===== config.mk =====
export PLATFORM = sky130hd
export DESIGN_NAME = sdram_dq_sequencer
export DESIGN_NICKNAME = d
export VERILOG_FILES = /design/src/rtl/sdp_pkg.sv /design/src/rtl/sdp_cmd_decode.sv /design/src/rtl/sdp_burst_tracker.sv /design/src/rtl/sdp_read_pipe.sv /design/src/rtl/sdp_mask_delay.sv /design/src/rtl/sdram_dq_sequencer.sv
export SDC_FILE = /design/constraint.sdc
export NUM_CORES = 1
export LEC_CHECK = 0
export BUFFER_PORTS_ARGS = -buffer_cell sky130_fd_sc_hd__buf_4
export CAP_MARGIN = 40
export CORE_MARGIN = 4
export CORE_UTILIZATION = 29
export DETAILED_ROUTE_END_ITERATION = 10
export GPL_TIMING_DRIVEN = 0
export REMOVE_ABC_BUFFERS = 1
export SETUP_SLACK_MARGIN = 0.3
export SLEW_MARGIN = 20
export SYNTH_ARGS = -nofsm -noshare
export SYNTH_HDL_FRONTEND = slang
export SYNTH_SLANG_ARGS = --single-unit

===== constraint.sdc =====
create_clock -name clk -period 2.1 [get_ports clk]
set_clock_uncertainty 0.15 [all_clocks]
set_input_delay 0.42 -clock clk [delete_from_list [all_inputs] [get_ports clk]]
set_output_delay 0.42 -clock clk [all_outputs]
set_load 0.05 [all_outputs]

===== src/rtl/sdp_pkg.sv =====
package sdp_pkg;

  typedef enum logic [2:0] {
    CMD_IDLE   = 3'd0,
    CMD_RD     = 3'd1,
    CMD_RD_AP  = 3'd2,
    CMD_WR     = 3'd3,
    CMD_WR_AP  = 3'd4,
    CMD_PRE    = 3'd5,
    CMD_PREALL = 3'd6
  } sdp_cmd_e;

endpackage


===== src/rtl/sdp_cmd_decode.sv =====
module sdp_cmd_decode
  import sdp_pkg::*;
#(
  parameter int BANK_W = 1
) (
  input  logic [2:0]        cmd,
  input  logic              cs_n,
  input  logic [BANK_W-1:0] bank,
  input  logic [BANK_W-1:0] burst_bank,
  output logic              start_rd,
  output logic              start_wr,
  output logic              stop
);

  sdp_cmd_e cmd_e;

  assign cmd_e = sdp_cmd_e'(cmd);

  always_comb begin
    start_rd = 1'b0;
    start_wr = 1'b0;
    stop     = 1'b0;
    if (!cs_n) begin
      unique case (cmd_e)
        CMD_RD, CMD_RD_AP: start_rd = 1'b1;
        CMD_WR, CMD_WR_AP: start_wr = 1'b1;
        CMD_PRE:           stop     = (bank == burst_bank);
        CMD_PREALL:        stop     = 1'b1;
        default:           ;
      endcase
    end
  end

endmodule


===== src/rtl/sdp_burst_tracker.sv =====
module sdp_burst_tracker #(
  parameter int CNT_W  = 3,
  parameter int BANK_W = 1,
  parameter int LAT_W  = 2
) (
  input  logic              clk,
  input  logic              rst_n,
  input  logic              start_rd,
  input  logic              start_wr,
  input  logic              stop,
  input  logic [CNT_W-1:0]  len_m1,
  input  logic [BANK_W-1:0] bank_in,
  input  logic [LAT_W-1:0]  lat_in,
  output logic              rd_issue,
  output logic              wr_beat,
  output logic [LAT_W-1:0]  issue_lat,
  output logic [BANK_W-1:0] burst_bank
);

  logic [CNT_W-1:0]  left_q, left_d;
  logic              is_rd_q, is_rd_d;
  logic [BANK_W-1:0] bank_q, bank_d;
  logic [LAT_W-1:0]  lat_q, lat_d;
  logic              busy, cut, go_on, upd_en;

  assign busy  = (left_q != '0);
  assign cut   = stop | start_rd | start_wr;
  assign go_on = busy & ~cut;

  assign rd_issue   = start_rd | (go_on & is_rd_q);
  assign wr_beat    = start_wr | (go_on & ~is_rd_q);
  assign issue_lat  = start_rd ? lat_in : lat_q;
  assign burst_bank = bank_q;
  assign upd_en     = start_rd | start_wr | stop | busy;

  always_comb begin
    left_d  = left_q;
    is_rd_d = is_rd_q;
    bank_d  = bank_q;
    lat_d   = lat_q;
    if (start_rd || start_wr) begin
      left_d  = len_m1;
      is_rd_d = start_rd;
      bank_d  = bank_in;
      lat_d   = lat_in;
    end else if (stop) begin
      left_d  = '0;
    end else if (busy) begin
      left_d  = left_q - 1'b1;
    end
  end

  always_ff @(posedge clk or negedge rst_n) begin
    if (!rst_n) begin
      left_q  <= '0;
      is_rd_q <= 1'b0;
      bank_q  <= '0;
      lat_q   <= '0;
    end else if (upd_en) begin
      left_q  <= left_d;
      is_rd_q <= is_rd_d;
      bank_q  <= bank_d;
      lat_q   <= lat_d;
    end
  end

endmodule


===== src/rtl/sdp_read_pipe.sv =====
module sdp_read_pipe #(
  parameter int MAX_CL = 3,
  parameter int LAT_W  = 2
) (
  input  logic             clk,
  input  logic             rst_n,
  input  logic             issue,
  input  logic [LAT_W-1:0] issue_lat,
  output logic             data_valid,
  output logic             bus_drive
);

  logic [MAX_CL-1:0] vld_q;
  logic [LAT_W-1:0]  lat_q [MAX_CL];

  for (genvar g = 0; g < MAX_CL; g++) begin : g_age
    logic             vld_d;
    logic [LAT_W-1:0] lat_d;
    if (g == 0) begin : g_head
      assign vld_d = issue;
      assign lat_d = issue_lat;
    end else begin : g_body
      assign vld_d = vld_q[g-1];
      assign lat_d = lat_q[g-1];
    end
    always_ff @(posedge clk or negedge rst_n) begin
      if (!rst_n) begin
        vld_q[g] <= 1'b0;
        lat_q[g] <= '0;
      end else begin
        vld_q[g] <= vld_d;
        lat_q[g] <= lat_d;
      end
    end
  end

  always_comb begin
    data_valid = 1'b0;
    bus_drive  = 1'b0;
    for (int k = 0; k < MAX_CL; k++) begin
      if (vld_q[k] && (int'(lat_q[k]) == k + 1)) begin
        data_valid = 1'b1;
        bus_drive  = 1'b1;
      end
      if (vld_q[k] && (int'(lat_q[k]) == k + 2)) begin
        bus_drive  = 1'b1;
      end
    end
  end

endmodule


===== src/rtl/sdp_mask_delay.sv =====
module sdp_mask_delay #(
  parameter int NB    = 2,
  parameter int DEPTH = 2
) (
  input  logic          clk,
  input  logic          rst_n,
  input  logic [NB-1:0] din,
  output logic [NB-1:0] dout
);

  logic [NB-1:0] stg_q [DEPTH];

  for (genvar g = 0; g < DEPTH; g++) begin : g_stage
    logic [NB-1:0] stg_d;
    if (g == 0) begin : g_head
      assign stg_d = din;
    end else begin : g_body
      assign stg_d = stg_q[g-1];
    end
    always_ff @(posedge clk or negedge rst_n) begin
      if (!rst_n) stg_q[g] <= '0;
      else        stg_q[g] <= stg_d;
    end
  end

  assign dout = stg_q[DEPTH-1];

endmodule


===== src/rtl/sdram_dq_sequencer.sv =====
module sdram_dq_sequencer
  import sdp_pkg::*;
#(
  parameter int DQ_W        = 16,
  parameter int BYTE_W      = 8,
  parameter int BANK_W      = 1,
  parameter int MAX_CL      = 3,
  parameter int MAX_BL      = 8,
  parameter int RD_MASK_LAT = 2
) (
  input  logic                     clk,
  input  logic                     rst_n,
  input  logic                     cfg_cl3,
  input  logic [1:0]               cfg_burst,
  input  logic                     cs_n,
  input  logic [2:0]               cmd,
  input  logic [BANK_W-1:0]        bank,
  input  logic [DQ_W/BYTE_W-1:0]   dqm,
  output logic                     dq_oe,
  output logic [DQ_W/BYTE_W-1:0]   dq_wr_be,
  output logic                     rd_capture,
  output logic [DQ_W/BYTE_W-1:0]   rd_be,
  output logic                     rd_bus_busy
);

  localparam int NB    = DQ_W / BYTE_W;
  localparam int LAT_W = $clog2(MAX_CL + 1);
  localparam int CNT_W = $clog2(MAX_BL);

  logic              start_rd, start_wr, stop;
  logic              rd_issue, wr_beat;
  logic [LAT_W-1:0]  lat_sel, issue_lat;
  logic [CNT_W-1:0]  len_m1;
  logic [BANK_W-1:0] burst_bank;
  logic              pipe_valid, pipe_drive;
  logic [NB-1:0]     dqm_late;

  assign lat_sel = cfg_cl3 ? LAT_W'(MAX_CL) : LAT_W'(MAX_CL - 1);

  always_comb begin
    unique case (cfg_burst)
      2'd0:    len_m1 = '0;
      2'd1:    len_m1 = CNT_W'(1);
      2'd2:    len_m1 = CNT_W'(3);
      default: len_m1 = CNT_W'(7);
    endcase
  end

  sdp_cmd_decode #(.BANK_W(BANK_W)) i_decode (
    .cmd        (cmd),
    .cs_n       (cs_n),
    .bank       (bank),
    .burst_bank (burst_bank),
    .start_rd   (start_rd),
    .start_wr   (start_wr),
    .stop       (stop)
  );

  sdp_burst_tracker #(.CNT_W(CNT_W), .BANK_W(BANK_W), .LAT_W(LAT_W)) i_tracker (
    .clk        (clk),
    .rst_n      (rst_n),
    .start_rd   (start_rd),
    .start_wr   (start_wr),
    .stop       (stop),
    .len_m1     (len_m1),
    .bank_in    (bank),
    .lat_in     (lat_sel),
    .rd_issue   (rd_issue),
    .wr_beat    (wr_beat),
    .issue_lat  (issue_lat),
    .burst_bank (burst_bank)
  );

  sdp_read_pipe #(.MAX_CL(MAX_CL), .LAT_W(LAT_W)) i_rd_pipe (
    .clk        (clk),
    .rst_n      (rst_n),
    .issue      (rd_issue),
    .issue_lat  (issue_lat),
    .data_valid (pipe_valid),
    .bus_drive  (pipe_drive)
  );

  sdp_mask_delay #(.NB(NB), .DEPTH(RD_MASK_LAT)) i_rd_mask (
    .clk   (clk),
    .rst_n (rst_n),
    .din   (dqm),
    .dout  (dqm_late)
  );

  assign dq_oe       = wr_beat;
  assign dq_wr_be    = wr_beat ? ~dqm : '0;
  assign rd_capture  = pipe_valid & ~wr_beat;
  assign rd_bus_busy = pipe_drive & ~wr_beat;
  assign rd_be       = rd_capture ? ~dqm_late : '0;

endmodule


After elaboration in Yosys (flattened, before gate mapping)

Index checks and enable logic that the tools add are counted.

Register bits: 20
Input bits: 12

Add/sub/neg operators: 1
Equal/unequal tests: 14
Muxes and demuxes: 21
Bitwise operators: 17
Reductions and logical operators: 13

Operator list:

| operator            | count |
|---|---|
| $mux 1              | 13 |
| $eq 3x3->1 const B  | 3 |
| $mux 3              | 3 |
| $pmux 3 s3          | 1 |
| $eq 2x2->1 const B  | 4 |
| $or 1x1->1          | 7 |
| $eq 2x1->1 const B  | 3 |
| $eq 3x2->1 const B  | 2 |
| $mux 2              | 3 |
| $reduce_bool 3->1   | 2 |
| $and 1x1->1         | 5 |
| $logic_and 1x1->1   | 5 |
| $not 2->2           | 2 |
| $reduce_and 2->1    | 2 |
| $reduce_or 2->1     | 2 |
| $eq 3x1->1 const B  | 1 |
| $not 1->1           | 3 |
| $sub 3x1->3 const B | 1 |
| $logic_not 2->1     | 1 |
| $pmux 1 s2          | 1 |
| $eq 1x1->1          | 1 |
| $logic_or 1x1->1    | 1 |

Longest topological paths before layout

Word-level depth: 13
Gate-level depth with buffers: 6
Mapped depth without buffers: 6

By module

A second synthesis with hierarchy kept.

Cell total of the unflattened synthesis: 70
Area, all modules: 912.1 µm²

Modules (own cells, without submodules):

| module             | instances | cells an instance | area each (µm²) | sequential area each (µm²) |
|---|---|---|---|---|
| sdp_burst_tracker  | 1         | 32                | 399.1           | 175.2 |
| sdp_read_pipe      | 1         | 15                | 277.8           | 225.2 |
| sdp_mask_delay     | 1         | 4                 | 100.1           | 100.1 |
| sdp_cmd_decode     | 1         | 9                 | 75.1            | 0.0 |
| sdram_dq_sequencer | 1         | 10                | 60.1            | 0.0 |

Least setup slack after synthesis

No wires, ideal clock.

Path kind: input port to output port
Start point: input cmd[1]
End point: output rd_be[0]
Data arrival time: 2443 ps
Path slack: -913 ps
Cell stages on the path: 5
Buffers on the path: 1
Path through: clkbuf_2 and2_1 a221oi_2 a31oi_4 nor3b_1

Cells in the longest elaborated chain, start to end: 13
Elaborated cells on any way between the ends: 23
Classes of those cells: eq/ne: 6; mux: 7; bitwise: 8; reduce/logical: 2

RTL lines:

| element                                         | line                     | source |
|---|---|---|
| from (decl)                                     | sdram_dq_sequencer.sv:16 | `input logic [2:0] cmd,` |
| $eq 3x1->1 / $eq 3x2->1 (equally long branches) | sdp_cmd_decode.sv:24     | `unique case (cmd_e)` |
| $reduce_or 2->1                                 | sdp_cmd_decode.sv:24     |  |
| $mux 1                                          | sdp_cmd_decode.sv:24     |  |
| $mux 1                                          | sdp_cmd_decode.sv:23     | `if (!cs_n) begin` |
| $or 1x1->1 (2 in a row)                         | sdp_burst_tracker.sv:27  | `assign cut = stop \| start_rd \| start_wr;` |
| $not 1->1                                       | sdp_burst_tracker.sv:28  | `assign go_on = busy & ~cut;` |
| $and 1x1->1                                     | sdp_burst_tracker.sv:28  |  |
| $and 1x1->1                                     | sdp_burst_tracker.sv:31  | `assign wr_beat = start_wr \| (go_on & ~is_rd_q);` |
| $or 1x1->1 *                                    | sdp_burst_tracker.sv:31  |  |
| named net dq_oe                                 | sdram_dq_sequencer.sv:19 | `output logic dq_oe,` |
| $not 1->1 *                                     | sdram_dq_sequencer.sv:92 | `assign rd_capture = pipe_valid & ~wr_beat;` |
| $and 1x1->1 *                                   | sdram_dq_sequencer.sv:92 |  |
| $mux 2 *                                        | sdram_dq_sequencer.sv:94 | `assign rd_be = rd_capture ? ~dqm_late : '0;` |
| to (decl)                                       | sdram_dq_sequencer.sv:22 | `output logic [DQ_W/BYTE_W-1:0] rd_be,` |

Mark *: on every way through the listed nets, which the timed path passes. The rest lies on a longest branch.

Worst setup path after layout

Start point: register i_tracker.bank_q, in the netlist i_tracker.burst_bank
End point: output rd_be[1]

Cells in the longest elaborated chain, start to end: 12

RTL lines:

| element                 | line                     | source |
|---|---|---|
| from (decl)             | sdp_burst_tracker.sv:22  | `logic [BANK_W-1:0] bank_q, bank_d;` |
| from (signal assigned)  | sdp_burst_tracker.sv:62  | `bank_q <= bank_d;` |
| $eq 1x1->1              | sdp_cmd_decode.sv:27     | `CMD_PRE: stop = (bank == burst_bank);` |
| $pmux 1 s2              | sdp_cmd_decode.sv:24     |  |
| $mux 1                  | sdp_cmd_decode.sv:23     |  |
| $or 1x1->1 (2 in a row) | sdp_burst_tracker.sv:27  |  |
| $not 1->1               | sdp_burst_tracker.sv:28  |  |
| $and 1x1->1             | sdp_burst_tracker.sv:28  |  |
| $and 1x1->1             | sdp_burst_tracker.sv:31  |  |
| $or 1x1->1              | sdp_burst_tracker.sv:31  |  |
| $not 1->1               | sdram_dq_sequencer.sv:92 |  |
| $and 1x1->1             | sdram_dq_sequencer.sv:92 |  |
| $mux 2                  | sdram_dq_sequencer.sv:94 |  |

Every way passes these cells.

==> results.md <==
* Layout cells sized above 1 at 50.00%
* Post-synth EDFFs at 0
* Slew @ Worst Pin at 0.4840 ns
* Total wire length at 1745 µm
* RR Endpoint: i_tracker.left_q[2]
* Synth-to-Final Area Change at 42.30%
* Data arrival, critical path at ~1.8 ns
* Cell Rows at 20
* Routed vias/inst at approximately 4.5
* Initial antenna violation count at 0
* NumNets Final at approximately 120
* GRT overflow at 0
* Die area at ~0.0042 mm²
* Minimum clock period after layout at approximately 2.4 ns
* Failing checks: negative setup slack
* Reg2Reg Depth at 6
* Final setup margin at -0.2594 ns
* Final core utilization at a little over two fifths
* Seq/Total Area, Yosys at a little over half
* Dpl hpwl at ~1200 µm
* Die extent in x at between 60 and 70 µm
* WHS at roughly 0.11 ns
* H-tree level count at 1
* Sw Pwr at 514.1 µW
* Setup TNS at -1.597 ns
* RSZ-0062 raised after global routing: yes
* Clk network pwr share at a little over a fifth
* Metal2 WL at 860 µm
* Type of the worst setup path: reg -> out
* Reg power frac at approximately 33%
* Clock transition at path regs at 0.12 ns
* First-pass GRT wire length at about 3100 µm
* Largest net degree at the start of global routing at 21
* Pins Over Slew Limit at 0
* Design Area, Final at between 0.001 and 0.0015 mm²
* Max Fclk at 423.8 MHz
* Leak pwr at 0.5722 nW
* Pwr Density at 1125 mW/mm²
* CP startpoint kind: flop
* Post-synthesis sequential element count at 20
* Pwr Total at between 1 and 1.5 mW
* Total core area at 0.003053 mm²
* Num CTS Buffers at 3
* Synth async-reset ratio at 100.0%
* Reg2Reg Setup Slack at ~0.47 ns
* Hold Violations, Final at 0
* Skew-Pair Late Insertion Delay at about 0.30 ns
* Die Ht at 64.51 µm
* Top sig layer: met4
* Routed vias at 674
* Outcome: finished with violations
* Hold Crit Class: in -> reg
* CTS tree: built
* Sw Share at a little over a third
* Final setup fails at 7
* Wire length on met3 at about 70 µm
* Antenna Cells at 0
* DP Worst Slack at -0.1237 ns
* Share of the cycle needed by the critical path after routing at 112.4%
* Worst-case clock buffer depth at 2
* Reg-to-Reg Start: i_tracker.burst_bank
* Worst endpoint required time at about 1.5 ns
* Crit path launch: i_tracker.burst_bank
* Mean Syn Cell Area at roughly 12 µm²
* Routed Antenna Nets at 0
* MaxCap Viol Count at 0
* Mapped Cells at between 70 and 80
* Clock root cell: clkbuf_4
* Initial Utilization at around 30%
* Mapped cell area at 925.9 µm²
* Finished Layout Cells at 150
* Inst Count DP at about 140
* CTS sink count at 20
* Area after DPL at 0.001106 mm²
* M1 WL at slightly below 800 µm
* Gr usage total at just under 10%
* # DRC at 0
* Comb power frac at between 40 and 50%
* Crit path to: rd_be[1]
* Slew headroom at between 60% and 70%
* Gpl congestion at 0.7771
* Syn. warnings at 0
* Worst Path Max Fanout at 7
* Worst VDD drop at around 0.00030 V
* Vias in the first global route at between 700 and 800
* IO Count at 19
* Dominant synthesized flop cell: dfrtp_1
* Drt first pass iters at 2
* CP endpoint kind: output port
* Pint at about 970 µW
* Iter 0 DRT Violations at 18
* Unique masters post-synth at 32
* WL/cell at between 10 and 15 µm
* Port-buffer cells at 18
## registers in the layout, summed over array words and instances, names as in the netlist
| register | flops |
|---|---|
| i_rd_mask.dout | 2 |
| i_rd_pipe.lat_q | 2 |
| i_tracker.left_q | 3 |
| i_tracker.is_rd_q | 1 |
| i_tracker.burst_bank | 1 |
| i_tracker.lat_q | 2 |
| i_rd_pipe.g_age.lat_d | 4 |
| i_rd_mask.g_stage.stg_d | 2 |
| i_rd_pipe.g_age.vld_d | 2 |
| i_rd_pipe.vld_q | 1 |
## cell families (layout without fill, tap and decap cells)
logic type,Yosys count,count (layout),share of synthesized area [%]
multiplexers,3,3,3.648
AO/OA/AOI/OAI,17,17,16.08
AND/OR/NAND/NOR,24,24,17.03
flip-flops,20,20,54.05
adder cells (fa/ha/maj),2,2,2.702
buffers and inverters,6,36,2.702
XOR/XNOR,4,4,3.784
## routing by layer
| layer | track usage [%] | vias up |
|---|---|---|
| li1 | - | 330 |
| met1 | 11.52 | 325 |
| met2 | 15.98 | 17 |
| met3 | 2.426 | 2 |
| met4 | 4.749 | 0 |
| met5 | 0 | - |
## worst min path at each step
stage,slack [ns],endpoint,cells after the start,startpoint
global route,0.08,i_rd_mask.g_stage[1].stg_d[1],1,dqm[1]
finish,0.11,i_rd_mask.g_stage[1].stg_d[1],1,dqm[1]
CTS,0.08,i_rd_mask.g_stage[1].stg_d[0],1,dqm[0]
global placement,0.16,i_rd_pipe.lat_q[1],1,rst_n
floorplan,-0.03,i_rd_mask.dout[0],0,rst_n
detailed placement,0.16,i_rd_pipe.vld_q[2],1,rst_n
## power groups by stage
stage / logic, mW / clock network, mW / registers [mW]
finish: 0.682 / 0.308 / 0.492
global placement: 0.485 / 0 / 0.492
CTS: 0.661 / 0.319 / 0.492
global route: 0.738 / 0.335 / 0.501
floorplan: 0.362 / 0 / 0.486
detailed placement: 0.489 / 0 / 0.494
## area by class of cell
| type | count | area (µm²) |
|---|---|---|
| Timing Repair Buffer | 28 | 235.2 |
| Fill cell | 313 | 1735 |
| Tap cell | 44 | 55.05 |
| Multi-Input combinational cell | 50 | 459.2 |
| Inverter | 4 | 15.01 |
| Clock buffer | 3 | 22.52 |
| Clock inverter | 1 | 30.03 |
| Sequential cell | 20 | 500.5 |
## synth_stat cells, types with 2 or more instances
master | number | area share, %
nor3b_1 | 2 | 1.6
o211ai_1 | 2 | 1.6
ha_1 | 2 | 2.7
clkbuf_2 | 2 | 1.1
nor2b_1 | 3 | 2.0
nand2_1 | 5 | 2.0
a32oi_1 | 2 | 1.9
o21ai_0 | 2 | 1.1
nor2_1 | 2 | 0.81
xor2_1 | 3 | 2.8
or2_2 | 3 | 2.0
nand3_1 | 2 | 1.1
a22oi_1 | 2 | 1.6
nor3_2 | 2 | 2.2
dfrtp_1 | 20 | 54
inv_1 | 4 | 1.6
mux2_2 | 3 | 3.6
## layout by cell type, fill, tap and decap left out, types with 2 or more instances in the layout
cell type   n
a32oi_1     2
nor3b_2     2
inv_1       2
inv_2       2
or2_2       3
o21ai_0     2
xor2_1      2
a22oi_1     2
nor3_2      2
nor2_1      2
buf_4      21
o211ai_1    2
nand2_1     5
clkbuf_4    3
buf_6       6
dfrtp_1    20
nand3_1     2
mux2_2      3
## what timing repair did
item | in CTS | in global routing
buffers inserted | 8 | 1
pin swaps | 3 | 1
cloned | 0 | 0
setup endpoints to repair | 7 | 7
gates resized for setup | 16 | 2
hold buffers | 1 | 0
endpoints found under the hold margin | 20 | 0
## worst max-delay path: stages, from the launching register on
cell	delay, ns
dfrtp_1	0.43
xor2_2	0.19
o211ai_1	0.16
buf_4	0.15
a31oi_4	0.12
nor3b_2	0.25
buf_6	0.19
No activity file was read; power rests on OpenSTA's default activity.
